**src/rtl/pmu_ovf_pkg.sv**
```systemverilog
package pmu_ovf_pkg;

   localparam int REG_W = 32;
   localparam int CYC_BIT = REG_W - 1;
   localparam int EC_W = 6;
   localparam logic [EC_W-1:0] TRAP_EC = 6'h03;

   localparam logic [3:0] SEL_COPROC = 4'b1111;
   localparam logic [2:0] SEL_OPC1 = 3'b000;
   localparam logic [3:0] SEL_CRN = 4'b1001;
   localparam logic [3:0] SEL_CRM = 4'b1110;
   localparam logic [2:0] SEL_OPC2 = 3'b001;

   typedef enum logic [1:0] {
      ACC_OK       = 2'd0,
      ACC_UNDEF    = 2'd1,
      ACC_TRAP_EL2 = 2'd2,
      ACC_TRAP_EL3 = 2'd3
   } acc_res_e;

   typedef enum logic [1:0] {
      LVL0 = 2'd0,
      LVL1 = 2'd1,
      LVL2 = 2'd2,
      LVL3 = 2'd3
   } lvl_e;

   function automatic logic [REG_W-1:0] impl_mask(input int evt_cnt);
      logic [REG_W-1:0] m;
      m = '0;
      for (int i = 0; i < REG_W - 1; i++) begin
         if (i < evt_cnt) m[i] = 1'b1;
      end
      m[CYC_BIT] = 1'b1;
      return m;
   endfunction

endpackage

```
**src/rtl/pmu_acc_decode.sv**
```systemverilog
module pmu_acc_decode
   import pmu_ovf_pkg::*;
(
   input  logic [3:0] coproc,
   input  logic [2:0] opc1,
   input  logic [3:0] crn,
   input  logic [3:0] crm,
   input  logic [2:0] opc2,
   output logic       hit
);

   logic [4:0] fld_match;

   always_comb begin
      fld_match[0] = (coproc == SEL_COPROC);
      fld_match[1] = (opc1   == SEL_OPC1);
      fld_match[2] = (crn    == SEL_CRN);
      fld_match[3] = (crm    == SEL_CRM);
      fld_match[4] = (opc2   == SEL_OPC2);
      hit = &fld_match;
   end

endmodule

```
**src/rtl/pmu_acc_permit.sv**
```systemverilog
module pmu_acc_permit
   import pmu_ovf_pkg::*;
(
   input  logic            clk,
   input  logic            rst_n,
   input  logic            req,
   input  logic [1:0]      lvl,
   input  logic            el2_enabled,
   input  logic            el2_is_a64,
   input  logic            el3_present,
   input  logic            el3_is_a64,
   input  logic            el3_cnt_trap,
   input  logic            el2_cnt_trap_a64,
   input  logic            el2_cnt_trap_a32,
   input  logic            el2_crn9_trap_a64,
   input  logic            el2_crn9_trap_a32,
   input  logic            sec_dbg_undef_prio,
   input  logic            sec_dbg_undef,
   output acc_res_e        res,
   output logic [EC_W-1:0] ec
);

   logic el3_gate;
   logic el2_crn9;
   logic el2_cnt;

   always_comb begin
      el3_gate = el3_present && el3_is_a64 && el3_cnt_trap;
      el2_crn9 = el2_enabled && (el2_is_a64 ? el2_crn9_trap_a64 : el2_crn9_trap_a32);
      el2_cnt  = el2_enabled && (el2_is_a64 ? el2_cnt_trap_a64 : el2_cnt_trap_a32);
   end

   always_comb begin
      res = ACC_OK;
      if (req) begin
         unique case (lvl_e'(lvl))
            LVL0: res = ACC_UNDEF;
            LVL1: begin
               if (el3_gate && sec_dbg_undef_prio) res = ACC_UNDEF;
               else if (el2_crn9)                  res = ACC_TRAP_EL2;
               else if (el2_cnt)                   res = ACC_TRAP_EL2;
               else if (el3_gate)                  res = sec_dbg_undef ? ACC_UNDEF : ACC_TRAP_EL3;
               else                                res = ACC_OK;
            end
            LVL2: begin
               if (el3_gate && sec_dbg_undef_prio) res = ACC_UNDEF;
               else if (el3_gate)                  res = sec_dbg_undef ? ACC_UNDEF : ACC_TRAP_EL3;
               else                                res = ACC_OK;
            end
            LVL3: res = ACC_OK;
            default: res = ACC_UNDEF;
         endcase
      end
   end

   always_comb begin
      ec = (res == ACC_TRAP_EL2 || res == ACC_TRAP_EL3) ? TRAP_EC : '0;
   end

   assert_el0_undef_R5: assert property (@(posedge clk) disable iff (!rst_n)
      (req && lvl == 2'd0) |-> res == ACC_UNDEF);

   assert_el3_open_R6: assert property (@(posedge clk) disable iff (!rst_n)
      (req && lvl == 2'd3) |-> res == ACC_OK);

   assert_el2_never_self_R8: assert property (@(posedge clk) disable iff (!rst_n)
      (req && lvl == 2'd2) |-> res != ACC_TRAP_EL2);

   assert_el1_crn9_R7: assert property (@(posedge clk) disable iff (!rst_n)
      (req && lvl == 2'd1 && el2_enabled && el2_is_a64 && el2_crn9_trap_a64
       && !(el3_present && el3_is_a64 && el3_cnt_trap && sec_dbg_undef_prio))
      |-> res == ACC_TRAP_EL2);

   assert_trap_class_R9: assert property (@(posedge clk) disable iff (!rst_n)
      (res == ACC_TRAP_EL2 || res == ACC_TRAP_EL3) |-> ec == 6'h03);

   assert_no_class_R9: assert property (@(posedge clk) disable iff (!rst_n)
      (res == ACC_OK || res == ACC_UNDEF) |-> ec == '0);

endmodule

```
**src/rtl/pmu_ovf_enable_bank.sv**
```systemverilog
module pmu_ovf_enable_bank
   import pmu_ovf_pkg::*;
#(
   parameter int EVT_CNT = 6
) (
   input  logic             clk,
   input  logic             rst_n,
   input  logic             set_en,
   input  logic [REG_W-1:0] set_bits,
   output logic [REG_W-1:0] en
);

   localparam logic [REG_W-1:0] IMPL = impl_mask(EVT_CNT);

   logic [REG_W-1:0] set_gated;

   always_comb set_gated = set_en ? (set_bits & IMPL) : '0;

   for (genvar i = 0; i < REG_W; i++) begin : g_bit
      if (IMPL[i]) begin : g_impl
         always_ff @(posedge clk) begin
            if (!rst_n)           en[i] <= 1'b0;
            else if (set_gated[i]) en[i] <= 1'b1;
         end
      end else begin : g_rsvd
         always_ff @(posedge clk) en[i] <= 1'b0;
      end
   end

   assert_set_only_R2: assert property (@(posedge clk) disable iff (!rst_n)
      1'b1 |=> ((en & $past(en)) == $past(en)));

   assert_rsvd_zero_R4: assert property (@(posedge clk) disable iff (!rst_n)
      1'b1 |=> ((en & ~IMPL) == '0));

   assert_idle_hold_R2: assert property (@(posedge clk) disable iff (!rst_n)
      !set_en |=> $stable(en));

endmodule

```
**src/rtl/pmu_ovf_irq_merge.sv**
```systemverilog
module pmu_ovf_irq_merge
   import pmu_ovf_pkg::*;
(
   input  logic             clk,
   input  logic             rst_n,
   input  logic [REG_W-1:0] flags,
   input  logic [REG_W-1:0] en,
   output logic             irq
);

   logic any_pend;

   always_comb any_pend = |(flags & en);

   always_ff @(posedge clk) begin
      if (!rst_n) irq <= 1'b0;
      else        irq <= any_pend;
   end

   assert_irq_quiet_R12: assert property (@(posedge clk) disable iff (!rst_n)
      (flags == '0) |=> !irq);

   assert_irq_masked_R12: assert property (@(posedge clk) disable iff (!rst_n)
      (en == '0) |=> !irq);

endmodule

```
**src/rtl/pmu_ovf_irq_enable.sv**
```systemverilog
module pmu_ovf_irq_enable
   import pmu_ovf_pkg::*;
#(
   parameter int EVT_CNT = 6
) (
   input  logic        clk,
   input  logic        rst_n,
   input  logic        acc_valid,
   input  logic        acc_write,
   input  logic [3:0]  acc_coproc,
   input  logic [2:0]  acc_opc1,
   input  logic [3:0]  acc_crn,
   input  logic [3:0]  acc_crm,
   input  logic [2:0]  acc_opc2,
   input  logic [31:0] acc_wdata,
   input  logic [1:0]  cur_el,
   input  logic        el2_enabled,
   input  logic        el2_is_a64,
   input  logic        el3_present,
   input  logic        el3_is_a64,
   input  logic        el3_cnt_trap,
   input  logic        el2_cnt_trap_a64,
   input  logic        el2_cnt_trap_a32,
   input  logic        el2_crn9_trap_a64,
   input  logic        el2_crn9_trap_a32,
   input  logic        sec_dbg_undef_prio,
   input  logic        sec_dbg_undef,
   input  logic [31:0] ovf_flags,
   output logic [31:0] rdata,
   output logic [1:0]  outcome,
   output logic [5:0]  syndrome,
   output logic        irq
);

   if (EVT_CNT < 0 || EVT_CNT > REG_W - 1) begin : g_bad_cnt
      $error("EVT_CNT must lie between 0 and 31");
   end

   logic             sel_hit;
   logic             req;
   acc_res_e         res;
   logic [EC_W-1:0]  ec;
   logic             granted;
   logic [REG_W-1:0] en;

   pmu_acc_decode u_dec (
      .coproc (acc_coproc),
      .opc1   (acc_opc1),
      .crn    (acc_crn),
      .crm    (acc_crm),
      .opc2   (acc_opc2),
      .hit    (sel_hit)
   );

   always_comb req = acc_valid && sel_hit;

   pmu_acc_permit u_perm (
      .clk                (clk),
      .rst_n              (rst_n),
      .req                (req),
      .lvl                (cur_el),
      .el2_enabled        (el2_enabled),
      .el2_is_a64         (el2_is_a64),
      .el3_present        (el3_present),
      .el3_is_a64         (el3_is_a64),
      .el3_cnt_trap       (el3_cnt_trap),
      .el2_cnt_trap_a64   (el2_cnt_trap_a64),
      .el2_cnt_trap_a32   (el2_cnt_trap_a32),
      .el2_crn9_trap_a64  (el2_crn9_trap_a64),
      .el2_crn9_trap_a32  (el2_crn9_trap_a32),
      .sec_dbg_undef_prio (sec_dbg_undef_prio),
      .sec_dbg_undef      (sec_dbg_undef),
      .res                (res),
      .ec                 (ec)
   );

   always_comb granted = req && (res == ACC_OK);

   pmu_ovf_enable_bank #(.EVT_CNT(EVT_CNT)) u_bank (
      .clk      (clk),
      .rst_n    (rst_n),
      .set_en   (granted && acc_write),
      .set_bits (acc_wdata),
      .en       (en)
   );

   pmu_ovf_irq_merge u_irq (
      .clk   (clk),
      .rst_n (rst_n),
      .flags (ovf_flags),
      .en    (en),
      .irq   (irq)
   );

   always_comb begin
      rdata    = (granted && !acc_write) ? en : '0;
      outcome  = res;
      syndrome = ec;
   end

   assert_denied_hold_R10: assert property (@(posedge clk) disable iff (!rst_n)
      (req && res != ACC_OK) |=> $stable(en));

   assert_denied_zero_R10: assert property (@(posedge clk) disable iff (!rst_n)
      (req && res != ACC_OK) |-> rdata == '0);

   assert_miss_ignored_R1: assert property (@(posedge clk) disable iff (!rst_n)
      (acc_valid && !sel_hit) |=> $stable(en));

   assert_miss_quiet_R1: assert property (@(posedge clk) disable iff (!rst_n)
      (acc_valid && !sel_hit) |-> (outcome == 2'd0 && rdata == '0));

endmodule

```
**config.mk**
```make
export PLATFORM = sky130hd
export DESIGN_NAME = pmu_ovf_irq_enable
export DESIGN_NICKNAME = d
export VERILOG_FILES = /design/src/rtl/pmu_ovf_pkg.sv /design/src/rtl/pmu_acc_decode.sv /design/src/rtl/pmu_acc_permit.sv /design/src/rtl/pmu_ovf_enable_bank.sv /design/src/rtl/pmu_ovf_irq_merge.sv /design/src/rtl/pmu_ovf_irq_enable.sv
export SDC_FILE = /design/constraint.sdc
export NUM_CORES = 1
export LEC_CHECK = 0
export BUFFER_PORTS_ARGS = -buffer_cell sky130_fd_sc_hd__buf_2
export CAP_MARGIN = 5
export CORE_ASPECT_RATIO = 0.5
export CORE_UTILIZATION = 25
export DETAILED_ROUTE_END_ITERATION = 8
export PLACE_DENSITY = 0.79
export SKIP_CTS_REPAIR_TIMING = 1
export SLEW_MARGIN = 10
export SYNTH_ARGS = -nofsm -noshare
export SYNTH_HDL_FRONTEND = slang
export SYNTH_SLANG_ARGS = --single-unit
```
**constraint.sdc**
```tcl
create_clock -name clk -period 1 [get_ports clk]
set_input_delay 0.05 -clock clk [delete_from_list [all_inputs] [get_ports clk]]
set_output_delay 0.05 -clock clk [all_outputs]
set_load 0.005 [all_outputs]
```
* Word-level counts from Yosys, hierarchy flattened
Index checks and enable logic that the tools add are counted.
** Word-level totals
- Bits in registers :: 8
- Bits in latches :: 0
- Memory bits (writable) :: 0
- ROM bits :: 0
- Bits of input ports :: 99
- Output and inout bits :: 41
- Memories kept :: 0
** Cells by class
- Add/sub/neg operators :: 0
- Multiply operators :: 0
- Div/mod/pow operators :: 0
- Magnitude comparators :: 0
- Equality and inequality tests :: 9
- Shift operators :: 0
- Multiplexer cells :: 13
- Bitwise gates (word level) :: 1
- Reduce and logical (&&, ||, !) cells :: 16
** Operator list (count)
- 2-to-1 mux 32 bit :: 2
- bitwise AND 32 bit :: 1
- OR reduction 32 bit :: 1
- 2-to-1 mux 2 bit :: 8
- == test 4 bit (second input constant) :: 3
- logical AND 1 bit :: 9
- == test 2 bit (second input constant) :: 4
- one-hot mux 2 bit (4 select lines) :: 1
- AND reduction 5 bit :: 1
- zero test 2 bit :: 2
- == test 3 x 1 -> 1 bit (second input constant) :: 1
- zero test 3 bit :: 1
- == test 2 x 1 -> 1 bit (second input constant) :: 1
- 2-to-1 mux 1 bit :: 2
- zero test 1 bit :: 1
- logical OR 1 bit :: 1

* Depth between registers and ports, before layout
Gate-level depths: netlist (run 1).
- Depth in word-level cells :: 12
- Mapped depth :: 5
- Mapped depth without buffers :: 4

* By module
A second synthesis (run 1) with hierarchy kept.
** Second synthesis, totals
- Cell total of the unflattened synthesis :: 139
- Area total of the unflattened synthesis :: 1308.8 µm²
** Modules (own cells, without submodules)
- pmu_ovf_irq_enable :: instances 1, cells each 44, area an instance 501.7 µm², seq. area each 0.0 µm²
- pmu_ovf_enable_bank :: instances 1, cells each 47, area an instance 410.4 µm², seq. area each 140.1 µm²
- pmu_ovf_irq_merge :: instances 1, cells each 22, area an instance 181.4 µm², seq. area each 20.0 µm²
- pmu_acc_permit :: instances 1, cells each 20, area an instance 151.4 µm², seq. area each 0.0 µm²
- pmu_acc_decode :: instances 1, cells each 6, area an instance 63.8 µm², seq. area each 0.0 µm²

* Worst setup path after synthesis (run 1)
No wires, ideal clock.
- Kind :: input port to output port
- Start :: input port acc_crn[2]
- End :: output port syndrome[1]
- Data arrival time :: 0.998 ns
- Data required time :: 0.950 ns
- Setup slack :: -0.048 ns
- Cell stages on the path :: 5
- Path through :: nand2b_4 -> nor4_4 -> nand3_4 -> a31oi_1 -> buf_4
** On the way
- Word-level cells in the longest chain between the ends :: 7
** Ends and longest elaborated chain
- start, declared :: line pmu_ovf_irq_enable.sv:12 : input logic [3:0] acc_crn,
- == test 4 bit * :: line pmu_acc_decode.sv:17 : fld_match[2] = (crn == SEL_CRN);
- AND reduction 5 bit * :: line pmu_acc_decode.sv:20 : hit = &fld_match;
- logical AND 1 bit * :: line pmu_ovf_irq_enable.sv:55 : always_comb req = acc_valid && sel_hit;
- 2-to-1 mux 2 bit * :: line pmu_acc_permit.sv:35 : if (req) begin
- == test 2 bit :: line pmu_acc_permit.sv:57 : ec = (res == ACC_TRAP_EL2 || res == ACC_TRAP_EL3) ? TRAP_EC : '0;
- logical OR 1 bit * :: line pmu_acc_permit.sv:57
- 2-to-1 mux 2 bit * :: line pmu_acc_permit.sv:57
- end, declared :: line pmu_ovf_irq_enable.sv:31 : output logic [5:0] syndrome,
Mark *: on every way between the ends. The rest lies on a longest branch, timed or not.

* Worst setup path after layout (run 1)
- Start :: input port el2_is_a64
- End :: output port syndrome[1]
** On the way
- Word-level cells in the longest chain between the ends :: 10
** Ends and longest elaborated chain
- start, declared :: line pmu_ovf_irq_enable.sv:18 : input logic el2_is_a64,
- 2-to-1 mux 1 bit :: line pmu_acc_permit.sv:30 : el2_cnt = el2_enabled && (el2_is_a64 ? el2_cnt_trap_a64 : el2_cnt_trap_a32);
- logical AND 1 bit :: line pmu_acc_permit.sv:30
- 2-to-1 mux 2 bit :: line pmu_acc_permit.sv:41 : else if (el2_cnt) res = ACC_TRAP_EL2;
- 2-to-1 mux 2 bit * :: line pmu_acc_permit.sv:40 : else if (el2_crn9) res = ACC_TRAP_EL2;
- 2-to-1 mux 2 bit * :: line pmu_acc_permit.sv:39 : if (el3_gate && sec_dbg_undef_prio) res = ACC_UNDEF;
- one-hot mux 2 bit (4 select lines) * :: line pmu_acc_permit.sv:36 : unique case (lvl_e'(lvl))
- 2-to-1 mux 2 bit * :: line pmu_acc_permit.sv:35
- == test 2 bit :: line pmu_acc_permit.sv:57
- logical OR 1 bit * :: line pmu_acc_permit.sv:57
- 2-to-1 mux 2 bit * :: line pmu_acc_permit.sv:57
Marks and branches as above.

==> qor.yml, run 1 <==
crit_arrival_ns: 1.23
path_cells: "buf_2, nor3b_2, nor3_1, nand4b_1, a31oi_2, buf_2"
reg2reg_from: "u_bank.en[2]$_SDFFE_PN0P_"
layout-drive-gt1-share_pct: 52.69
cp.buffers_inverters: 2
rsz0062_at_grt: "yes"
finClkSkew_ns: 0.003751
pre_cts_slack_ns: -0.3111
yosys.cell_types.count: 29
mostFrequentLayoutCells: "57 x buf_2, 29 x conb_1, 15 x nand2_1"
setup_viol: 11
grt-ovfl-total: 0
via_per_inst: 4.319
fmax_mhz: 779.0
grt_pass1_wl_microns: 3236
finalWorstSetupSlack_ns: -0.2836
final_hold_viol_count: 0
place.gp.congestion: 0.7342
die_height_microns: 42.86
antennaDiodeCount: 0
drc: 0
worstSetupPathType: "in -> out"
core_area_sq_um: 3083
final_common_cell: "buf_2"
io_pins: 140
cts.path.max_buffers: 2
dp_hpwl_microns: 1769
die_area_sq_um: 3587
vias: 894
r2r_cells: 2
critPathCapture: "syndrome[1]"
clk-insertion-delay-late_ns: 0.23
maxCapViolCount: 0
slew_viol_final: 0
critPathRequiredTime_ns: 0.95
final.fill_count: 293
cts_sinks: 8
syn_area_per_cell_sq_um: 8.025
status: "finished, violations left"
rr_endpoint: "u_irq.irq$_SDFF_PN0_"
yosysSeqAreaShare_pct: 19.19
syn_inst: 104
routed_wl_microns: 2170
tritoncts: "done"
power.density_nw_per_um2: 757.6
grt_use_total_pct: 11.75
rows: 14
timing.final.crit_period_ns: 1.284
worstPathMaxFanout: 3
ant_nets: 0
min_path_type: "in -> reg"
setup_tns_ns: -2.571
drt-wirelength-per-cell_microns: 10.48
start_util_pct: 27.07
ir_drop_mv: 0.2764
cp_common_cell: "buf_2"
firstDrtPassIters: 4
yosysWarnings: 0
cp_top_family: "simple AND/OR/NAND/NOR gates"
drtIter0Drc: 30
fin_crit_sh_pct: 128.4
fin_nets: 268
area_delta_synth_final_pct: 49.63
antenna_found_initial: 0
cp_slowest_stage_delay_ns: 0.36
h-tree-depth: 1
postSynthRegisterBits: 8
whs_path_depth: 3
crit_slowest_cell: "nor3_1"
cts_made_buffers: 3
critical_path.startpoint: "el2_is_a64"
cts_root_buffer: "clkbuf_8"
endpoint_kind: "output pin"
grt_pass1_vias: 815
die_w_microns: 83.71
clk_pin_slew_ns: 0.04
violations: "setup timing"
r2r_setup_slack_ns: 0.14
netlist_area_sq_um: 834.6
io_buffer_count: 60
grt_max_degree: 16
start_kind: "input pin"
worst-path-stages: 6
leakagePower_uw: 0.0005980
[metrics by stage]
| step | hold slack, ns | cell area [sq um] | power [uW] | cells | utilization, % |
|---|---|---|---|---|---|
| floorplan | 0.1826 | 945.9 | 496.0 | 132 | - |
| global placement | 0.2885 | 1094 | 522.1 | 204 | 35.47 |
| detailed placement | 0.2929 | 1094 | 529.1 | 204 | 35.47 |
| CTS | 0.05070 | 1135 | 918.3 | 207 | 36.81 |
| global route | 0.05299 | 1249 | 995.6 | 207 | 40.50 |
| finish | 0.04863 | 1249 | 946.1 | 207 | 40.50 |
[synthesized netlist by cell type]
cell       instances  area [sq um]
nor3_1             2         10.01
a222oi_1           1         10.01
a211o_1            1         8.760
o311a_1            1         10.01
nor4_2             1         12.51
a21o_1             1         7.510
o21a_1             1         7.510
a31oi_1            3         18.77
o2111ai_2          1         15.01
nor4_4             1         21.27
nand2b_4           1         13.76
nor3b_1            2         15.01
nand4bb_1          1         11.26
nor4b_1            7         61.31
a22oi_1            2         15.01
nand4b_1           3         26.28
nand3_4            1         17.52
buf_4             30         225.2
o21ai_1            7         35.03
clkbuf_1           2         7.510
conb_1             1         3.750
nand2_1           15         56.30
dfxtp_1            8         160.2
o21ai_0            1         5.000
a21oi_1            1         5.000
nand3_1            1         5.000
nand4b_4           1         23.77
nor2_1             4         15.01
inv_1              3         11.26
[kinds of logic after synthesis]
kind of cell	count (synthesis)	synth area share (%)
other cells	1	0.4493
buf+inv	35	29.24
compound gates	20	16.49
flops	8	19.19
simple gates	40	34.63
[layer usage]
metal / wire length (microns) / global-route usage [%] / vias up
li1: - / - / 444
met1: 766 / 10.02 / 406
met2: 1228 / 23.09 / 36
met3: 104 / 2.724 / 8
met4: 70 / 11.53 / 0
met5: 0 / 0 / -
[sequential cells by signal (all words and copies together), names as in the netlist]
| signal | count |
|---|---|
| u_bank.en | 7 |
| u_irq.irq | 1 |
[how the worst min path moves through the flow]
stage | from | end | slack, ns
4_1_cts | acc_wdata[0] | u_bank.en[0]$_SDFFE_PN0P_ | 0.05
2_1_floorplan | acc_wdata[0] | u_bank.en[0]$_SDFFE_PN0P_ | 0.18
5_1_grt | acc_wdata[0] | u_bank.en[0]$_SDFFE_PN0P_ | 0.05
3_5_place_dp | acc_wdata[0] | u_bank.en[0]$_SDFFE_PN0P_ | 0.29
6_report | acc_wdata[0] | u_bank.en[0]$_SDFFE_PN0P_ | 0.05
3_3_place_gp | acc_wdata[2] | u_bank.en[2]$_SDFFE_PN0P_ | 0.29
[power by group]
group | internal (uW) | switching [uW] | total, uW
registers | 321 | 0.000169 | 321
clock network | 261 | 128 | 389
logic | 110 | 127 | 236
total | 691 | 255 | 946
[worst min-delay path: cells and delay by family]
family	cells	cell delay [ns]
buffers and inverters	1	0.09
and+or+nand+nor	1	0.04
AOI/OAI and AO/OA	1	0.05
[layout make-up]
| class | instances | area (sq um) | share of cell area [%] |
|---|---|---|---|
| multi-input cells | 89 | 629.4 | 50.40 |
| clock buffers | 3 | 41.29 | 3.307 |
| inverters | 3 | 11.26 | 0.9018 |
| flip-flops and latches | 8 | 160.2 | 12.83 |
| repair buffers | 64 | 356.6 | 28.56 |
| well taps | 40 | 50.05 | 4.008 |
Power figures use the tool's default switching activity.
==> run 2: changes to the inputs <==
--- a/config.mk
+++ b/config.mk
@@ -16,3 +16,4 @@
 export SYNTH_ARGS = -nofsm -noshare
 export SYNTH_HDL_FRONTEND = slang
 export SYNTH_SLANG_ARGS = --single-unit
+export TNS_END_PERCENT = 30
==> run 2 against run 1 <==
The run still ends with setup timing left. Worst setup slack worse by 0.024 ns. Flip-flop and latch count unchanged. Combinational power increased by 3%.
==> qor.yml, run 2 (synthesis results as in run 1) <==
finalWorstSetupSlack_ns: -0.3073  # -0.02365 ns
grt_max_degree: 16  # unchanged
largest-register: "u_bank.en"
worst-path-stages: 7  # +1
antenna_found_initial: 0  # unchanged
dp_hpwl_microns: 1674  # -5.3%
die_height_microns: 42.86  # unchanged
grt-ovfl-total: 0  # unchanged
final_hold_viol_count: 0  # unchanged
tritoncts: "done"
cts_made_buffers: 3  # unchanged
cts_sinks: 8  # unchanged
routed_wl_microns: 2116  # -2.5%
maxCapViolCount: 0  # unchanged
antennaDiodeCount: 0  # unchanged
start_util_pct: 27.07  # unchanged
drc: 0  # unchanged
final.fill_count: 293  # unchanged
via_per_inst: 4.313  # -0.15%
fmax_mhz: 764.9  # -1.8%
vias: 897  # +0.34%
cp_top_family: "simple AND/OR/NAND/NOR gates"
largest_register_ffs: 7  # unchanged
clk-insertion-delay-late_ns: 0.23  # about the same
ir_drop_mv: 0.3075  # +11%
critPathRequiredTime_ns: 0.95  # about the same
final_util_pct: 40.54  # +0.041 points
io_pins: 140  # unchanged
endpoint_kind: "output pin"
cp_slowest_stage_delay_ns: 0.29  # -0.07 ns
grt_pass1_vias: 799  # -2.0%
core_area_sq_um: 3083  # unchanged
drt-wirelength-per-cell_microns: 10.17  # -3.0%
place.gp.congestion: 0.8535  # +16%
power.density_nw_per_um2: 754.7  # -0.38%
violations: "setup timing"
layout-drive-gt1-share_pct: 50.00  # -2.7 points
finClkSkew_ns: 0.001663  # -0.002088 ns
crit_arrival_ns: 1.26  # +0.03 ns
leakagePower_uw: 0.0005925  # -0.92%
area_delta_synth_final_pct: 49.78
worstPathMaxFanout: 8  # +5
ant_nets: 0  # unchanged
timing.hold.ws_ns: 0.06900  # +0.02037 ns
setup_viol: 18  # +7
die_w_microns: 83.71  # unchanged
whs_path_depth: 3  # unchanged
final_common_cell: "buf_2"
drtIter0Drc: 40  # +33%
worstSetupPathType: "in -> out"
io_buffer_count: 60  # unchanged
slew_viol_final: 0  # unchanged
cts_root_buffer: "clkbuf_8"
firstDrtPassIters: 4  # unchanged
timing.final.crit_period_ns: 1.307  # +0.02365 ns
mostFrequentLayoutCells: "58 x buf_2, 29 x conb_1, 15 x nand2_1"
die_area_sq_um: 3587  # unchanged
path_cells: "buf_6, nand2b_4, nor4_4, nand3_4, buf_12, a31oi_2, buf_2"
fin_nets: 269  # +0.37%
rows: 14  # unchanged
fin_crit_sh_pct: 130.7  # +2.4 points
grt_pass1_wl_microns: 3167  # -2.1%
start_kind: "input pin"
cp.buffers_inverters: 3  # +1
status: "finished, violations left"
reg_top3: "u_bank.en: 7 flops, u_irq.irq: 1 flops"
grt_use_total_pct: 10.58  # -1.2 points
cts.path.max_buffers: 2  # unchanged
r2r_cells: 2  # unchanged
crit_slowest_cell: "nor4_4"
min_path_type: "in -> reg"
clk_pin_slew_ns: 0.04  # about the same
rsz0062_at_grt: "yes"
setup_tns_ns: -3.562  # -0.9906 ns
h-tree-depth: 1  # unchanged
==> run 2: cell count changes in the layout (fill, tap and decap cells not counted), moves of 2 or more <==
cell | previous run | this run
o21ai_2 | 5 | 0
nor4b_1 | 3 | 1
o21ai_1 | 2 | 7
buf_6 | 5 | 3
==> run 2: report_power, final <==
| part | internal, uW | switching, uW | leakage, uW |
|---|---|---|---|
| Sequential | 321 | 0.000181 | 0.0000644 |
| Combinational | 113 | 129 | 0.000507 |
| Clock | 260 | 120 | 0.0000216 |
| Total | 694 | 249 | 0.000593 |
==> run 2: final timing paths <==
kind	from	end	slack (ns)
worst max register to register	u_bank.en[2]$_SDFFE_PN0P_	u_irq.irq$_SDFF_PN0_	0.10
worst min-delay path	acc_wdata[5]	u_bank.en[5]$_SDFFE_PN0P_	0.07
worst max-delay path	acc_crn[2]	syndrome[1]	-0.31
worst min register to register	u_bank.en[4]$_SDFFE_PN0P_	u_bank.en[4]$_SDFFE_PN0P_	0.47
==> run 2: metal layers <==
layer / routed length, microns / global-route usage, % / vias to the layer above
met5: 0 / 0 / -
met4: 21 / 2.712 / 0
met3: 81 / 2.140 / 2
met2: 1189 / 22.11 / 31
met1: 823 / 10.89 / 420
li1: - / - / 444
==> run 2: worst reg2reg max path, stage by stage, from the launching register on <==
cell and delay, ns:
dfxtp_1 0.32, a222oi_1 0.33, a31oi_1 0.12
==> run 2: metrics by stage <==
stage | instances | setup WS (ns) | power (uW) | cell area (sq um)
after floorplan | 132 | -0.03267 | 496.0 | 945.9
after global placement | 204 | -0.2549 | 524.4 | 1106
after detailed placement | 204 | -0.3132 | 530.9 | 1106
after CTS | 207 | -0.3111 | 915.5 | 1147
after global routing | 208 | -0.3542 | 999.9 | 1250
final | 208 | -0.3073 | 943.4 | 1250
==> run 2: cell type report <==
type                    count  area [sq um]  area share (%)
flip-flops and latches      8         160.2           12.81
well taps                  40         50.05           4.004
multi-input cells          89         620.6           49.65
repair buffers             65         366.6           29.33
clock buffers               3         41.29           3.303
inverters                   3         11.26          0.9009
